$ cat config.mk
export PLATFORM = sky130hd
export DESIGN_NAME = ctmr_top
export DESIGN_NICKNAME = d
export VERILOG_FILES = /design/src/rtl/ctmr_pkg.sv /design/src/rtl/ctmr_regs.sv /design/src/rtl/ctmr_core.sv /design/src/rtl/ctmr_rdbk.sv /design/src/rtl/ctmr_top.sv
export SDC_FILE = /design/constraint.sdc
export NUM_CORES = 1
export LEC_CHECK = 0
export ABC_AREA = 1
export BUFFER_PORTS_ARGS = -buffer_cell sky130_fd_sc_hd__buf_2
export CORE_MARGIN = 3
export CORE_UTILIZATION = 29
export CTS_CLUSTER_DIAMETER = 150
export DETAILED_ROUTE_END_ITERATION = 8
export PLACE_DENSITY = 0.51
export SLEW_MARGIN = 0
export SYNTH_ARGS = -nofsm -noshare
export SYNTH_HDL_FRONTEND = slang
export SYNTH_HIERARCHICAL = 1
export SYNTH_SLANG_ARGS = --single-unit
$ cat constraint.sdc
create_clock -name clk -period 3.3 [get_ports clk]
set_input_delay 0.165 -clock clk [delete_from_list [all_inputs] [get_ports clk]]
set_output_delay 0.165 -clock clk [all_outputs]
set_load 0.005 [all_outputs]
$ cat src/rtl/ctmr_pkg.sv
package ctmr_pkg;

  typedef enum logic [1:0] {
    DUTY_PULSE   = 2'd0,
    DUTY_ONESHOT = 2'd1,
    DUTY_SQUARE  = 2'd2,
    DUTY_RSVD    = 2'd3
  } duty_e;

  // mode byte, MSB first
  typedef struct packed {
    logic  rsvd;
    logic  out_en;
    logic  retrig;
    logic  xgate_en;
    logic  xtrig_en;
    logic  cont;
    duty_e duty;
  } mode_t;

  localparam logic [2:0] ADR_MODE = 3'd0;
  localparam logic [2:0] ADR_CMD  = 3'd1;
  localparam logic [2:0] ADR_RLO  = 3'd2;
  localparam logic [2:0] ADR_RHI  = 3'd3;
  localparam logic [2:0] ADR_CHI  = 3'd4;
  localparam logic [2:0] ADR_CLO  = 3'd5;

  localparam int CB_BUSY  = 0;
  localparam int CB_TRIG  = 1;
  localparam int CB_GATE  = 2;
  localparam int CB_LATCH = 3;
  localparam int CB_CLRP  = 4;
  localparam int CB_PEND  = 5;

endpackage

$ cat src/rtl/ctmr_regs.sv
module ctmr_regs
  import ctmr_pkg::*;
#(
  parameter int DW = 8,
  parameter int CW = 16
) (
  input  logic          clk,
  input  logic          rst,
  input  logic          ctr_on,
  input  logic          wr_en,
  input  logic [2:0]    addr,
  input  logic [DW-1:0] wdata,
  input  logic          ext_trig,
  input  logic          ext_gate,
  input  logic          tc,
  output mode_t         mode_q,
  output logic [CW-1:0] reload_q,
  output logic          gate_q,
  output logic          pend_q,
  output logic          trig_any,
  output logic          gate_eff
);

  logic cmd_wr;
  logic xtrig_q;

  assign cmd_wr = wr_en && (addr == ADR_CMD);

  always_ff @(posedge clk) begin
    if (rst) begin
      mode_q   <= '0;
      reload_q <= '0;
      gate_q   <= 1'b0;
      pend_q   <= 1'b0;
      xtrig_q  <= 1'b0;
    end else begin
      if (wr_en && addr == ADR_MODE) mode_q <= mode_t'(wdata[7:0]);
      if (wr_en && addr == ADR_RLO)  reload_q[DW-1:0]  <= wdata;
      if (wr_en && addr == ADR_RHI)  reload_q[CW-1:DW] <= wdata;
      if (!ctr_on) begin
        gate_q <= 1'b0;
        pend_q <= 1'b0;
      end else begin
        if (cmd_wr) gate_q <= wdata[CB_GATE];
        if (tc) pend_q <= 1'b1;
        else if (cmd_wr && wdata[CB_CLRP]) pend_q <= 1'b0;
      end
      xtrig_q <= ext_trig;
    end
  end

  assign trig_any = ctr_on && ((cmd_wr && wdata[CB_TRIG]) ||
                               (mode_q.xtrig_en && ext_trig && !xtrig_q));
  assign gate_eff = gate_q && (!mode_q.xgate_en || ext_gate);

endmodule

$ cat src/rtl/ctmr_core.sv
module ctmr_core
  import ctmr_pkg::*;
#(
  parameter int CW = 16
) (
  input  logic          clk,
  input  logic          rst,
  input  logic          ctr_on,
  input  duty_e         duty,
  input  logic          cont,
  input  logic          retrig,
  input  logic          out_en,
  input  logic [CW-1:0] reload,
  input  logic          trig,
  input  logic          gate,
  input  logic          cnt_en,
  output logic [CW-1:0] cnt_q,
  output logic          busy_q,
  output logic          out_q,
  output logic          tc
);

  logic          load, step, busy_n, shape;
  logic [CW-1:0] cnt_n;

  always_comb begin
    load   = trig && (!busy_q || retrig);
    step   = ctr_on && busy_q && gate && cnt_en && !load;
    tc     = step && (cnt_q <= CW'(1));
    cnt_n  = cnt_q;
    busy_n = busy_q;
    if (!ctr_on) begin
      busy_n = 1'b0;
    end else if (load) begin
      cnt_n  = reload;
      busy_n = 1'b1;
    end else if (tc) begin
      if (cont) begin
        cnt_n = reload;
      end else begin
        cnt_n  = '0;
        busy_n = 1'b0;
      end
    end else if (step) begin
      cnt_n = cnt_q - 1'b1;
    end
    case (duty)
      DUTY_ONESHOT: shape = busy_n && !tc;
      DUTY_SQUARE:  shape = busy_n && (cnt_n > (reload >> 1));
      default:      shape = tc;
    endcase
  end

  always_ff @(posedge clk) begin
    if (rst) begin
      cnt_q  <= '0;
      busy_q <= 1'b0;
      out_q  <= 1'b0;
    end else begin
      cnt_q  <= cnt_n;
      busy_q <= busy_n;
      out_q  <= out_en && shape;
    end
  end

endmodule

$ cat src/rtl/ctmr_rdbk.sv
module ctmr_rdbk
  import ctmr_pkg::*;
#(
  parameter int DW = 8,
  parameter int CW = 16
) (
  input  logic          clk,
  input  logic          rst,
  input  logic          ctr_on,
  input  logic          wr_en,
  input  logic          rd_en,
  input  logic [2:0]    addr,
  input  logic [DW-1:0] wdata,
  input  mode_t         mode,
  input  logic [CW-1:0] reload,
  input  logic          gate,
  input  logic          pend,
  input  logic          busy,
  input  logic [CW-1:0] cnt,
  output logic [DW-1:0] rdata
);

  logic [CW-1:0] hold_q, view;
  logic          frz_q, latch_req;
  logic [DW-1:0] stat, mux;

  assign latch_req = ctr_on && wr_en && (addr == ADR_CMD) && wdata[CB_LATCH];
  assign view      = frz_q ? hold_q : cnt;

  always_comb begin
    stat           = '0;
    stat[CB_BUSY]  = busy;
    stat[CB_GATE]  = gate;
    stat[CB_LATCH] = frz_q;
    stat[CB_PEND]  = pend;
    case (addr)
      ADR_MODE: mux = DW'(mode);
      ADR_CMD:  mux = stat;
      ADR_RLO:  mux = reload[DW-1:0];
      ADR_RHI:  mux = reload[CW-1:DW];
      ADR_CHI:  mux = view[CW-1:DW];
      ADR_CLO:  mux = view[DW-1:0];
      default:  mux = '0;
    endcase
  end

  always_ff @(posedge clk) begin
    if (rst) begin
      hold_q <= '0;
      frz_q  <= 1'b0;
      rdata  <= '0;
    end else begin
      if (!ctr_on) begin
        frz_q <= 1'b0;
      end else if (latch_req) begin
        hold_q <= cnt;
        frz_q  <= 1'b1;
      end else if (rd_en && addr == ADR_CLO) begin
        frz_q <= 1'b0;
      end
      if (rd_en) rdata <= mux;
    end
  end

endmodule

$ cat src/rtl/ctmr_top.sv
module ctmr_top
  import ctmr_pkg::*;
#(
  parameter int DW = 8
) (
  input  logic          clk,
  input  logic          rst,
  input  logic          ctr_on,
  input  logic          wr_en,
  input  logic          rd_en,
  input  logic [2:0]    addr,
  input  logic [DW-1:0] wdata,
  output logic [DW-1:0] rdata,
  input  logic          cnt_en,
  input  logic          ext_trig,
  input  logic          ext_gate,
  output logic          ctr_out,
  output logic          busy,
  output logic          irq_pend
);

  localparam int CW = 2 * DW;

  mode_t         mode_q;
  logic [CW-1:0] reload_q, cnt_val;
  logic          gate_q, trig_any, gate_eff, tc, out_en;

  assign out_en = mode_q.out_en;

  ctmr_regs #(.DW(DW), .CW(CW)) u_regs (
    .clk(clk), .rst(rst), .ctr_on(ctr_on), .wr_en(wr_en), .addr(addr),
    .wdata(wdata), .ext_trig(ext_trig), .ext_gate(ext_gate), .tc(tc),
    .mode_q(mode_q), .reload_q(reload_q), .gate_q(gate_q), .pend_q(irq_pend),
    .trig_any(trig_any), .gate_eff(gate_eff)
  );

  ctmr_core #(.CW(CW)) u_core (
    .clk(clk), .rst(rst), .ctr_on(ctr_on), .duty(mode_q.duty),
    .cont(mode_q.cont), .retrig(mode_q.retrig), .out_en(out_en),
    .reload(reload_q), .trig(trig_any), .gate(gate_eff), .cnt_en(cnt_en),
    .cnt_q(cnt_val), .busy_q(busy), .out_q(ctr_out), .tc(tc)
  );

  ctmr_rdbk #(.DW(DW), .CW(CW)) u_rdbk (
    .clk(clk), .rst(rst), .ctr_on(ctr_on), .wr_en(wr_en), .rd_en(rd_en),
    .addr(addr), .wdata(wdata), .mode(mode_q), .reload(reload_q),
    .gate(gate_q), .pend(irq_pend), .busy(busy), .cnt(cnt_val), .rdata(rdata)
  );

endmodule

== Yosys cells after proc, flatten, opt, wreduce, memory -nomap -nowiden ==
Index checks and enable logic that the tools add are counted.
Operators by class
  add/sub/neg operators: 1
  $lt $le $gt $ge: 2
  equality and inequality tests: 7
  multiplexer cells: 16
  bitwise gates (word level): 1
  reductions and logical operators: 36
Operators by type and width (number)
  16-bit two-way mux: 6
  8-bit case mux with 6 select lines: 1
  1-bit logical AND: 23
  16-bit by 15-bit greater-than comparator with 1-bit output: 1
  16-bit by 1-bit less-or-equal comparator with 1-bit output (second input constant): 1
  16-bit by 1-bit subtractor with 16-bit output (second input constant): 1
  1-bit two-way mux: 8
  3-bit by 2-bit == test with 1-bit output (second input constant): 2
  3-bit == test (second input constant): 2
  1-bit logical NOT: 5
  2-bit nonzero test: 2
  3-bit by 1-bit == test with 1-bit output (second input constant): 1
  3-bit logical NOT: 1
  1-bit logical OR: 3
  2-bit by 1-bit == test with 1-bit output (second input constant): 1
  2-bit == test (second input constant): 1
  1-bit case mux with 2 select lines: 1
  2-bit AND reduction: 1
  2-bit OR reduction: 1
  1-bit NOT: 1
Storage, ports and cells
  flip-flop bits (word level): 70
  input port bits: 19
  output and inout bits: 11

== Depth between registers and ports, before layout ==
  depth in word-level cells: 16
  depth in mapped cells: 31
  depth with buffers taken out: 30

== Cells and area by module ==
Netlist, hierarchy kept.
Modules (own cells, without submodules)
  ctmr_core: times used 1, cells each 345, area each 2053.2 um^2, seq. area each 360.3 um^2
  ctmr_rdbk: times used 1, cells each 258, area each 1534.0 um^2, seq. area each 500.5 um^2
  ctmr_regs: times used 1, cells each 135, area each 1077.3 um^2, seq. area each 540.5 um^2

== Least setup slack after synthesis ==
OpenSTA, ideal clock, no wires.
  kind: input to register
  from: input wr_en
  to: register u_core.out_q
  setup time: 0.070 ns
  arrival: 2.781 ns
  slack: 0.450 ns
  cell stages on the path: 29
  buffers on the path: 3
  path through: inv_1 > nor2_4 > buf_6 > nand3_1 > a21oi_1 > nand2_4 > nand2_4 > nor2_4 > nand2_2 > buf_6 > buf_8 > nand2_1 > a21oi_1 > nor2_1 > ha_1 > nand2_1 > inv_1 > nand2_1 > nor2_1 > nand2_1 > nand3_1 > nand2_1 > nand2_1 > nand2_1 > nand2_1 > nand2_1 > nand3_1 > nand2_1 > a21oi_1
Between the ends
  cells in the longest elaborated chain, start to end: 15
  elaborated cells between the ends (all ways): 21
  those cells by class: 1 x order compare; 8 x mux; 12 x reduce/logical
Ends and longest elaborated chain
  from (decl): line ctmr_top.sv:9  | input logic wr_en,
  1-bit logical AND (*): line ctmr_regs.sv:27  | assign cmd_wr = wr_en && (addr == ADR_CMD);
  1-bit logical AND (*): line ctmr_regs.sv:52  | assign trig_any = ctr_on && ((cmd_wr && wdata[CB_TRIG]) ||
  1-bit logical OR (*): line ctmr_regs.sv:52
  1-bit logical AND (*): line ctmr_regs.sv:52
  via trig_any: line ctmr_top.sv:26  | logic gate_q, trig_any, gate_eff, tc, out_en;
  1-bit logical AND (*): line ctmr_core.sv:27  | load = trig && (!busy_q || retrig);
  1-bit logical NOT: line ctmr_core.sv:28  | step = ctr_on && busy_q && gate && cnt_en && !load;
  1-bit logical AND: line ctmr_core.sv:28
  16-bit two-way mux / 1-bit logical AND (equally long branches): line ctmr_core.sv:44, ctmr_core.sv:29
  16-bit two-way mux: line ctmr_core.sv:37  | end else if (tc) begin
  16-bit two-way mux (*): line ctmr_core.sv:34  | end else if (load) begin
  16-bit two-way mux (*): line ctmr_core.sv:32  | if (!ctr_on) begin
  via u_core.cnt_n[11]: line ctmr_core.sv:24  | logic [CW-1:0] cnt_n;
  16-bit by 15-bit greater-than comparator with 1-bit output (*): line ctmr_core.sv:49  | DUTY_SQUARE: shape = busy_n && (cnt_n > (reload >> 1));
  1-bit logical AND (*): line ctmr_core.sv:49
  1-bit case mux with 2 select lines (*): line ctmr_core.sv:47  | case (duty)
  1-bit logical AND (*): line ctmr_core.sv:62  | out_q <= out_en && shape;
  to (signal assigned): line ctmr_core.sv:62
  to (decl): line ctmr_core.sv:19  | output logic out_q,
Mark *: on every way through the listed nets, which the timed path passes. The rest lies on a longest branch.
A chain may end at the register's enable or synchronous reset.

== Worst setup path after layout ==
  from: register, netlist name u_regs/mode_q[4]
  to: register u_core.out_q
Between the ends
  cells in the longest elaborated chain, start to end: 14
  elaborated cells between the ends (all ways): 20
  those cells by class: 1 x order compare; 8 x mux; 11 x reduce/logical
Ends and longest elaborated chain
  1-bit logical NOT (*): line ctmr_regs.sv:54  | assign gate_eff = gate_q && (!mode_q.xgate_en || ext_gate);
  1-bit logical OR (*): line ctmr_regs.sv:54
  1-bit logical AND (*): line ctmr_regs.sv:54
  via gate_eff: line ctmr_top.sv:26
  1-bit logical AND (*) (3 in series): line ctmr_core.sv:28
  16-bit two-way mux / 1-bit logical AND (equally long branches): line ctmr_core.sv:44, ctmr_core.sv:29
  16-bit two-way mux (*): line ctmr_core.sv:37
  16-bit two-way mux (*): line ctmr_core.sv:34
  16-bit two-way mux (*): line ctmr_core.sv:32
  via u_core.cnt_n[10]: line ctmr_core.sv:24
  16-bit by 15-bit greater-than comparator with 1-bit output (*): line ctmr_core.sv:49
  1-bit logical AND (*): line ctmr_core.sv:49
  1-bit case mux with 2 select lines (*): line ctmr_core.sv:47
  1-bit logical AND (*): line ctmr_core.sv:62
Marks and branches as above.

==> impl_metrics.tcl <==
set metrics [dict create \
    status "finished, final reports clean" \
    cp_common_cell "nand2_1" \
    hp-class "input port to flip-flop" \
    placed_cell_area_um2 5074 \
    fin_nets 820 \
    cp-end-kind "flip-flop" \
    grt-ovfl-total 0 \
    area_delta_synth_final_pct 17.57 \
    drv_cap 0 \
    layout_common_cells "210 x nand2_1, 90 x nor2_1, 83 x inv_1, 66 x dfxtp_1, 47 x a21oi_1" \
    grt_pass1_vias 4203 \
    critPathKind "flip-flop to flip-flop" \
    clkTransAtPathRegs_ns 0.06 \
    grt_use_total_pct 17.40 \
    drt_iter0_markers 463 \
    synth_nets 775 \
    synthCells 738 \
    setup_tns_ns 0 \
    whs_endpoint "u_regs/xtrig_q$_SDFF_PP0_" \
    ant_nets 0 \
    leakagePower_nw 2.520 \
    slowest_delay_ns 0.33 \
    setup_viol 0 \
    rr_endpoint "u_core/out_q$_SDFF_PP0_" \
    reg2reg_depth 28 \
    gp_congestion 0.8754 \
    htree_levels 3 \
    path_max_fanout 8 \
    cts_tree "built" \
    hold_start "ext_trig" \
    vias 4744 \
    viasPerCell 4.749 \
    pin_count 30 \
    worst_ep_arrival_time_ns 3.28 \
    vdd_drop_max_mv 0.3259 \
    fin_crit_ns 2.999 \
    r2r_slack_ns 0.30 \
    syn_avg_cell_area_um2 6.320 \
    synth-seq-cells 70 \
    clkLatencyLatePin_ns 0.35 \
    insertedDiodeCount 0 \
    dieWidth_um 132.8 \
    cts.sinks 70 \
    p_per_area_nw_per_um2 417.1 \
    io_buffer_count 29 \
    synth_edf_count 0 \
    cts_buffers 9 \
    hold_viol_final 0 \
    cp_slowest_cell "dfxtp_1" \
    rows 45 \
    drt-pass1-iter-count 5 \
    wl_per_cell_um 15.47 \
    async_flop_share_pct 0 \
    start_kind "flip-flop" \
    netlist_area_um2 4664 \
    cp.required_ns 3.58 \
    grt_pass1_wl_um 23940 \
    seq_area_frac_synth_pct 30.04 \
    relSlewSlack_pct 46.14 \
    drive_gt1_share_pct 17.64 \
    synth_ff_type "dfxtp_1" \
    cts_root_buf "clkbuf_16" \
    initial_utilization_pct 30.13 \
    min_period_over_period_pct 90.89 \
    clock.fmax_mhz 333.4 \
    hold_path_depth 3 \
    synth_warnings 6 \
    die_area_um2 17640 \
    core_um2 15480 \
    die_h_um 132.8 \
    dp.final_hpwl_um 11510 \
    r2r-start "u_regs/mode_q[4]$_SDFFE_PP0P_" \
    antenna_found_initial 0 \
    final.fill_count 1747 \
    drc 0 \
    drv_slew 0 \
    grt_max_degree 38 \
    wl_um 15450 \
    worstMarginPinSlew_ns 0.8079 \
    fin_skew_ns 0.007560 \
    design_area_um2 5484 \
    ys_types 49 \
    layout_commonest_cell "nand2_1" \
    cts.path.max_buffers 2 \
]
==> through the flow <==
stage          setup WS, ns  total power, W  utilization, %  cells  hold WS [ns]
3_5_place_dp         0.2732        0.001264           32.77    978        0.3899
5_1_grt            -0.04074        0.002406           35.42    999       0.04598
4_1_cts              0.2470        0.002301           34.75    994       0.02040
6_report             0.3006        0.002287           35.42    999       0.04274
2_1_floorplan        0.4497        0.001149               -    738        0.2720
3_3_place_gp         0.2877        0.001270           32.77    978        0.3871
==> cell type report <==
| type | count | area [um^2] | share of cell area, % |
|---|---|---|---|
| multi-input cells | 540 | 2743 | 50.01 |
| well taps | 211 | 264.0 | 4.814 |
| clock inverters | 7 | 81.33 | 1.483 |
| flip-flops and latches | 70 | 1406 | 25.64 |
| clock buffers | 9 | 225.2 | 4.107 |
| repair buffers | 58 | 370.4 | 6.753 |
| inverters | 104 | 394.1 | 7.187 |
==> synth_stat cells (2+ instances only) <==
| library cell | number | share of area (%) |
|---|---|---|
| nand2_2 | 6 | 0.80 |
| nand3_2 | 2 | 0.43 |
| xor2_1 | 3 | 0.56 |
| inv_1 | 86 | 6.9 |
| a21oi_1 | 50 | 5.4 |
| nor3_1 | 6 | 0.64 |
| nand4_1 | 17 | 2.3 |
| o21ai_1 | 10 | 1.1 |
| o21ai_0 | 44 | 4.7 |
| nor2_2 | 6 | 0.80 |
| clkbuf_1 | 5 | 0.40 |
| nor2_4 | 4 | 0.97 |
| nand3_4 | 2 | 0.75 |
| nand2_1 | 210 | 17 |
| a211oi_1 | 5 | 0.80 |
| ha_1 | 18 | 4.8 |
| a31oi_1 | 2 | 0.27 |
| nand2_4 | 2 | 0.48 |
| inv_2 | 14 | 1.1 |
| o221ai_1 | 2 | 0.38 |
| buf_2 | 5 | 0.54 |
| o211ai_2 | 2 | 0.54 |
| or2_2 | 2 | 0.27 |
| o211ai_1 | 5 | 0.80 |
| nor2_1 | 92 | 7.4 |
| clkinv_1 | 2 | 0.16 |
| dfxtp_1 | 70 | 30 |
| buf_4 | 2 | 0.32 |
| nand3_1 | 38 | 4.1 |
| buf_6 | 6 | 1.4 |
| nand3b_1 | 2 | 0.32 |
==> metal layers <==
layer	up-vias	global-route usage (%)	routed length, um
li1	2462	-	-
met1	2134	26.06	7642
met2	129	25.11	6680
met3	19	3.080	787
met4	0	5.485	339
met5	-	0	0
==> sequential cells by signal, summed over array words and instances, names as in the netlist <==
name             count
u_rdbk/hold_q       16
u_regs/xtrig_q       1
u_rdbk/frz_q         1
u_rdbk/rdata         8
u_regs/gate_q        1
u_regs/pend_q        1
u_regs/reload_q     16
u_core/busy_q        1
u_regs/mode_q        8
u_core/out_q         1
u_core/cnt_q        16
==> worst max path at each step <==
stage	from	endpoint	slack, ns
after floorplan	wr_en	u_core/out_q$_SDFF_PP0_	0.45
after global placement	u_core/busy_q$_SDFF_PP0_	u_core/out_q$_SDFF_PP0_	0.29
after detailed placement	u_core/busy_q$_SDFF_PP0_	u_core/out_q$_SDFF_PP0_	0.27
after CTS	u_core/busy_q$_SDFF_PP0_	u_core/out_q$_SDFF_PP0_	0.25
after global routing	u_regs/mode_q[4]$_SDFFE_PP0P_	u_core/out_q$_SDFF_PP0_	-0.04
final	u_regs/mode_q[4]$_SDFFE_PP0P_	u_core/out_q$_SDFF_PP0_	0.30
==> power by group <==
group          internal (W)  switching, W  total, W
logic              0.000125      0.000235  0.000359
clock network      0.000597      0.000427   0.00102
registers          0.000871     0.0000327  0.000903
total               0.00159      0.000694   0.00229
==> worst max-delay path: cells and delay by family (launching register included) <==
family / cells / cell delay [ns]
adders and majority gates: 1 / 0.26
buffers and inverters: 3 / 0.18
AOI/OAI and AO/OA: 4 / 0.47
and+or+nand+nor: 20 / 1.70
DFF: 1 / 0.33
==> logic make-up after synthesis <==
logic type	Yosys count	synth area share [%]
xor+xnor	3	0.5634
flops	70	30.04
compound gates	127	15.21
simple gates	392	37.04
fa+ha+maj	18	4.828
buf+inv	128	12.31
==> timing repair <==
| action | 4_1_cts | 5_1_grt |
|---|---|---|
| gates resized for setup | 0 | 25 |
| setup endpoints to repair | 0 | 1 |
| setup buffers | 0 | 5 |
| hold buffers | 0 | 0 |
Note: power is estimated with default switching activity, not from simulation.
